`src/rtl/spi9_pkg.sv`:
```
package spi9_pkg;
    localparam int FRAME_BITS = 9;

    typedef enum logic [1:0] {
        ST_IDLE,
        ST_LOW,
        ST_HIGH,
        ST_GUARD
    } spi9_state_t;
endpackage

```
`src/rtl/spi9_timer.sv`:
```
module spi9_timer #(
    parameter int TW = 4
) (
    input  logic          clk,
    input  logic          rst,
    input  logic          clear,
    input  logic [TW-1:0] len,
    output logic          done
);
    logic [TW-1:0] cnt;

    always_ff @(posedge clk) begin
        if (rst || clear) cnt <= '0;
        else              cnt <= cnt + 1'b1;
    end

    assign done = (cnt == len - 1'b1);
endmodule

```
`src/rtl/spi9_shifter.sv`:
```
module spi9_shifter #(
    parameter int WIDTH = 9
) (
    input  logic             clk,
    input  logic             rst,
    input  logic             load,
    input  logic             shift,
    input  logic [WIDTH-1:0] din,
    output logic             msb,
    output logic             last
);
    localparam int IW = $clog2(WIDTH);

    logic [WIDTH-1:0] sreg;
    logic [IW-1:0]    idx;

    always_ff @(posedge clk) begin
        if (rst) begin
            sreg <= '0;
            idx  <= '0;
        end else if (load) begin
            sreg <= din;
            idx  <= '0;
        end else if (shift) begin
            sreg <= {sreg[WIDTH-2:0], 1'b0};
            idx  <= idx + 1'b1;
        end
    end

    assign msb  = sreg[WIDTH-1];
    assign last = (idx == IW'(WIDTH - 1));
endmodule

```
`src/rtl/spi9_tx.sv`:
```
module spi9_tx
    import spi9_pkg::*;
#(
    parameter int HALF_CLKS  = 4,
    parameter int GUARD_CLKS = 8
) (
    input  logic       clk,
    input  logic       rst,
    input  logic       in_valid,
    output logic       in_ready,
    input  logic [7:0] in_byte,
    input  logic       in_is_data,
    output logic       cs_n,
    output logic       scl,
    output logic       sda,
    output logic       busy
);
    localparam int CNT_MAX = (HALF_CLKS > GUARD_CLKS) ? HALF_CLKS : GUARD_CLKS;
    localparam int TW      = $clog2(CNT_MAX + 1);

    spi9_state_t state, nxt;
    logic          tdone, tclear, last, msb, accept, shift_en;
    logic [TW-1:0] tlen;

    // next-state logic
    always_comb begin
        nxt = state;
        unique case (state)
            ST_IDLE:  if (in_valid) nxt = ST_LOW;
            ST_LOW:   if (tdone)    nxt = ST_HIGH;
            ST_HIGH:  if (tdone)    nxt = last ? ST_GUARD : ST_LOW;
            ST_GUARD: if (tdone)    nxt = ST_IDLE;
        endcase
    end

    // state register
    always_ff @(posedge clk) begin
        if (rst) state <= ST_IDLE;
        else     state <= nxt;
    end

    assign accept   = (state == ST_IDLE) && in_valid;
    assign shift_en = (state == ST_HIGH) && tdone && !last;
    assign tclear   = (nxt != state) || (state == ST_IDLE);
    assign tlen     = (state == ST_GUARD) ? TW'(GUARD_CLKS) : TW'(HALF_CLKS);

    spi9_timer #(.TW(TW)) u_timer (
        .clk   (clk),
        .rst   (rst),
        .clear (tclear),
        .len   (tlen),
        .done  (tdone)
    );

    spi9_shifter #(.WIDTH(FRAME_BITS)) u_shift (
        .clk   (clk),
        .rst   (rst),
        .load  (accept),
        .shift (shift_en),
        .din   ({in_is_data, in_byte}),
        .msb   (msb),
        .last  (last)
    );

    // outputs
    always_comb begin
        cs_n     = 1'b1;
        scl      = 1'b0;
        sda      = 1'b0;
        in_ready = 1'b0;
        busy     = 1'b1;
        unique case (state)
            ST_IDLE: begin
                in_ready = 1'b1;
                busy     = 1'b0;
            end
            ST_LOW: begin
                cs_n = 1'b0;
                sda  = msb;
            end
            ST_HIGH: begin
                cs_n = 1'b0;
                scl  = 1'b1;
                sda  = msb;
            end
            ST_GUARD: begin
            end
        endcase
    end
endmodule

```
`config.mk`:
```
export PLATFORM = sky130hd
export DESIGN_NAME = spi9_tx
export DESIGN_NICKNAME = d
export VERILOG_FILES = /design/src/rtl/spi9_pkg.sv /design/src/rtl/spi9_timer.sv /design/src/rtl/spi9_shifter.sv /design/src/rtl/spi9_tx.sv
export SDC_FILE = /design/constraint.sdc
export NUM_CORES = 1
export LEC_CHECK = 0
export BUFFER_PORTS_ARGS = -buffer_cell sky130_fd_sc_hd__buf_2
export CORE_MARGIN = 1.5
export CORE_UTILIZATION = 39
export CTS_CLUSTER_SIZE = 12
export DETAILED_ROUTE_END_ITERATION = 7
export SYNTH_ARGS = -nofsm -noshare
export SYNTH_HDL_FRONTEND = slang
export SYNTH_SLANG_ARGS = --single-unit
```
`constraint.sdc`:
```
create_clock -name clk -period 2.6 [get_ports clk]
set_input_delay 0.13 -clock clk [delete_from_list [all_inputs] [get_ports clk]]
set_output_delay 0.13 -clock clk [all_outputs]
set_load 0.01 [all_outputs]
```
Word level (Yosys, flattened, before mapping):

Index checks and enable logic that the tools add are counted.

* flip-flop bits (word level): 19
* bits of input ports: 12
* output and inout port bits: 5
* word-level logic and storage cells: 37

* add/sub/neg operators: 3
* equality and inequality tests: 6
* mux-type cells: 14
* reductions and logical operators: 10

Operators with widths (number)
* 9-bit 2-to-1 mux: 2
* 2-bit 2-to-1 mux: 5
* 4-bit by 1-bit adder with 4-bit output (second input constant): 2
* 2-bit case mux with 4 select lines: 1
* 1-bit 2-to-1 mux: 5
* 2-bit equality test (second input constant): 2
* 4-bit equality test: 1
* 4-bit equality test (second input constant): 1
* 4-bit 2-to-1 mux: 1
* 2-bit OR reduction: 2
* 4-bit by 1-bit subtractor with 4-bit output (second input constant): 1
* 1-bit logical AND: 3
* 2-bit by 1-bit equality test with 1-bit output (second input constant): 1
* 2-bit zero test: 1
* 1-bit logical OR: 2
* 2-bit inequality test: 1
* 2-bit nonzero test: 1
* 1-bit zero test: 1

Logic depth before layout (Yosys ltp):

* depth after elaboration: 9
* depth in mapped cells: 7
* mapped depth without buffers: 6

Modules after synthesis:

From an unflattened synthesis, not the netlist that was laid out.

* cells, all modules: 119
* area, all modules: 1117.3 sq um

Modules (own cells, without submodules)
* spi9_shifter: times used 1, cells each 63, area an instance 638.1 sq um, sequential area each 260.2 sq um
* spi9_tx: times used 1, cells each 33, area an instance 252.7 sq um, sequential area each 40.0 sq um
* spi9_timer: times used 1, cells each 23, area an instance 226.5 sq um, sequential area each 80.1 sq um

Worst setup path before layout:

OpenSTA, ideal clock, no wires.

* path kind: reg2reg
* start: register state[0]
* end: register u_timer.cnt[3]
* arrival time: 1838 ps
* required time: 2471 ps
* setup slack: 633 ps
* cell stages (with the launch flop): 8
* path buffers: 1
* path through: dfxtp_1 > inv_1 > ha_1 > buf_2 > and4b_1 > a211o_1 > o311ai_2 > nor2_1

* longest elaborated chain between the ends: 9
* elaborated cells on any way between the ends: 15
* those cells by class: 1 x add/sub; 5 x eq/ne; 6 x mux; 3 x reduce/logical

Ends and longest elaborated chain
* start, declared: RTL line spi9_tx.sv:21 `spi9_state_t state, nxt;`
* start signal, assigned: RTL line spi9_tx.sv:39 `else state <= nxt;`
* 2-bit equality test: RTL line spi9_tx.sv:28, spi9_tx.sv:45
* 4-bit 2-to-1 mux: RTL line spi9_tx.sv:45 `assign tlen = (state == ST_GUARD) ? TW'(GUARD_CLKS) : TW'(HALF_CLKS);`
* 4-bit by 1-bit subtractor with 4-bit output: RTL line spi9_timer.sv:17 `assign done = (cnt == len - 1'b1);`
* 4-bit equality test: RTL line spi9_timer.sv:17
* 2-bit 2-to-1 mux (on tied branches): RTL line spi9_tx.sv:32, spi9_tx.sv:30, spi9_tx.sv:31
* 2-bit case mux with 4 select lines: RTL line spi9_tx.sv:28 `unique case (state)`
* 2-bit inequality test: RTL line spi9_tx.sv:44 `assign tclear = (nxt != state) || (state == ST_IDLE);`
* 1-bit logical OR (*): RTL line spi9_tx.sv:44
* 1-bit logical OR (*): RTL line spi9_timer.sv:13 `if (rst || clear) cnt <= '0;`
* end signal, assigned: RTL line spi9_timer.sv:14 `else cnt <= cnt + 1'b1;`
* end, declared: RTL line spi9_timer.sv:10 `logic [TW-1:0] cnt;`

Every way passes the cells marked *; elsewhere a longest branch is shown, timed or not.
A chain may end at the register's enable or synchronous reset.

Worst setup path in the final report:

Ends and elaborated chain as after synthesis.

==> flow_metrics.env <==
export IMPL_cts_hold_buf=0
export IMPL_syn_area_mm2=0.00109
export IMPL_finish_utilization_pct=46.9
export IMPL_finalClockSkew_ps=1.23
export IMPL_min_period_over_period_pct=82.2
export IMPL_overflow=0
export IMPL_power_total_mw=0.554
export IMPL_drive_gt1_share_pct=18.8
export IMPL_slew_viol_final=0
export IMPL_setup_worst_path_start_class="flop"
export IMPL_drt_first_iter_violations=17
export IMPL_min_period_ps=2140
export IMPL_cp_arrival_ps=2320
export IMPL_cp_max_fo=10
export IMPL_rows=18
export IMPL_layout_nets=153
export IMPL_maxCapViolations=0
export IMPL_clkPwrFrac_pct=26.2
export IMPL_worstSetupPathType="flop to flop"
export IMPL_syn2layout_area_growth_pct=10.3
export IMPL_start_util_pct=42.5
export IMPL_yosysWarnings=0
export IMPL_worstMarginPinSlew_ps=607
export IMPL_cts_max_level=1
export IMPL_synth_edf_count=0
export IMPL_grt_max_degree=20
export IMPL_diodes=0
export IMPL_r2r_start="state[0]"
export IMPL_multi_input_area_um2=641
export IMPL_vias_per_cell=5.52
export IMPL_regToRegSetupSlack_ps=460
export IMPL_synthFlopType="dfxtp_1"
export IMPL_antenna_found_initial=0
export IMPL_core_area_mm2=0.00257
export IMPL_syn_inst=118
export IMPL_fin_setup_tns_ps=0
export IMPL_synth_avg_cell_area_um2=9.25
export IMPL_r2r_cells=6
export IMPL_worst_hold_path_type="input pin to flop"
export IMPL_power_density_mw_per_mm2=461
export IMPL_nFillCells=267
export IMPL_crit_path_end_kind="flop"
export IMPL_die_w_um=55.9
export IMPL_num_vias=899
export IMPL_comb_power_share_pct=16.1
export IMPL_ys_async_sr_fraction_pct=0
export IMPL_final_common_cell="dfxtp_1"
export IMPL_startpoint="state[0]"
export IMPL_relSlewSlack_pct=59.4
export IMPL_r2r_end="u_timer.cnt[3]"
export IMPL_cts_resized=0
export IMPL_peakVddDrop_uv=426
export IMPL_swShare_pct=27.3
export IMPL_drtPass1Iterations=4
export IMPL_place_hpwl_um=1590
export IMPL_yosysSeqAreaShare_pct=34.9
export IMPL_place_congestion=0.902
export IMPL_p_switching_mw=0.151
export IMPL_die_area_mm2=0.00312
export IMPL_ant_nets=0
export IMPL_dieHeight_um=55.9
export IMPL_cts_max_path_buffers=2
export IMPL_clk_latency_ps=290
export IMPL_clock_fmax_ghz=0.468
export IMPL_wl_um=2160
export IMPL_cts_tree="done"
export IMPL_status="finished clean"
export IMPL_p_int_mw=0.403
export IMPL_regArea_um2=380
export IMPL_grt_pass1_vias=828
export IMPL_p_seq_share_pct=57.7
export IMPL_port_buffers=16
export IMPL_drc=0
export IMPL_postCtsSetupRepairBufs=0
export IMPL_setup_viol=0
export IMPL_synth_seq_cells=19
export IMPL_required_ps=2780
export IMPL_wl_per_cell_um=13.2
export IMPL_ios=17
export IMPL_final_cell_mix="dfxtp_1 (19), nor2_1 (16), buf_2 (16)"
export IMPL_cts_root_buffer="clkbuf_4"
export IMPL_p_leak_nw=0.523
export IMPL_yosysUniqueCellTypes=39
export IMPL_cts_num_sinks=19
export IMPL_cts_buffers=3
export IMPL_grt_pass1_wl_um=3740
export IMPL_cts_reportedPaths_clkPinSlew_ps=100
export IMPL_rsz0062_at_grt="false"
export IMPL_finalHoldViolations=0
export IMPL_syn_nets=137
export IMPL_endpoint="u_timer.cnt[3]"
export IMPL_track_usage_pct=14.8
-- power by group through the flow --
stage	Clock, mW	Combinational (mW)	Sequential [mW]
3_3_place_gp	0	0.0869	0.325
5_1_grt	0.165	0.101	0.322
6_report	0.145	0.0892	0.320
4_1_cts	0.154	0.0898	0.320
3_5_place_dp	0	0.0892	0.327
2_1_floorplan	0	0.0613	0.323
-- cell type report --
cell class,instances,share of cell area [%]
Timing Repair Buffer,17,7.28
Multi-Input combinational cell,85,53.2
Clock inverter,1,0.416
Sequential cell,19,31.6
Tap cell,30,3.12
Inverter,8,2.49
Clock buffer,3,1.87
-- worst min path at each step --
stage / start / endpoint / cells past startpoint
2_1_floorplan: rst / u_shift.sreg[8] / 1
3_3_place_gp: in_byte[0] / u_shift.sreg[0] / 3
3_5_place_dp: in_byte[0] / u_shift.sreg[0] / 3
4_1_cts: in_byte[0] / u_shift.sreg[0] / 3
5_1_grt: in_byte[0] / u_shift.sreg[0] / 3
6_report: in_byte[0] / u_shift.sreg[0] / 3
-- synth_stat cells (2+ instances only) --
cell / number / area share, %
nand3_1: 4 / 1.8
nor4b_1: 2 / 1.6
mux2i_1: 9 / 8.3
buf_6: 2 / 2.1
a211oi_1: 10 / 6.9
nand2b_1: 2 / 1.1
ha_1: 7 / 8.0
o21ai_0: 2 / 0.92
nand2_1: 4 / 1.4
or3_1: 2 / 1.1
dfxtp_1: 19 / 35
a21oi_1: 3 / 1.4
clkbuf_1: 2 / 0.69
inv_1: 8 / 2.8
xor2_1: 2 / 1.6
xnor2_1: 2 / 1.6
nor2_1: 16 / 5.5
-- flip-flops by register name, summed over array words and instances, names as in the netlist --
register and flops:
state 2, u_shift.sreg 9, u_timer.cnt 4, u_shift.idx 4
-- kinds of logic after synthesis --
kind of cell	Yosys count	synth area share (%)
DFF	19	34.9
adders and majority gates	7	8.03
muxes	9	8.26
buffers and inverters	14	6.42
xor gates and xnor gates	5	4.70
AOI/OAI and AO/OA	26	19.8
and+or+nand+nor	38	17.9
-- critical path, stage by stage, from the launching register on --
cell and delay, ps:
dfxtp_1 490, inv_1 130, ha_1 360, and4b_1 270, a211o_1 300, o311ai_2 390
nor2_1 80
-- routing by layer --
layer  wire length (um)  vias up  global-route usage [%]
li1                   -      456                       -
met1               1030      417                    19.3
met2                988       22                    23.1
met3                107        4                    4.88
met4                 37        0                    4.76
met5                  0        -                       0
-- through the flow --
| stage | hold WS (ps) | cells | instance area, um^2 | setup slack (ps) |
|---|---|---|---|---|
| floorplan | 203 | 118 | 1090 | 633 |
| global placement | 413 | 159 | 1180 | 575 |
| detailed placement | 415 | 159 | 1180 | 502 |
| CTS | 88.6 | 163 | 1200 | 480 |
| global route | 86.7 | 163 | 1200 | 306 |
| finish | 105 | 163 | 1200 | 463 |
No activity file was read; power rests on OpenSTA's default activity.
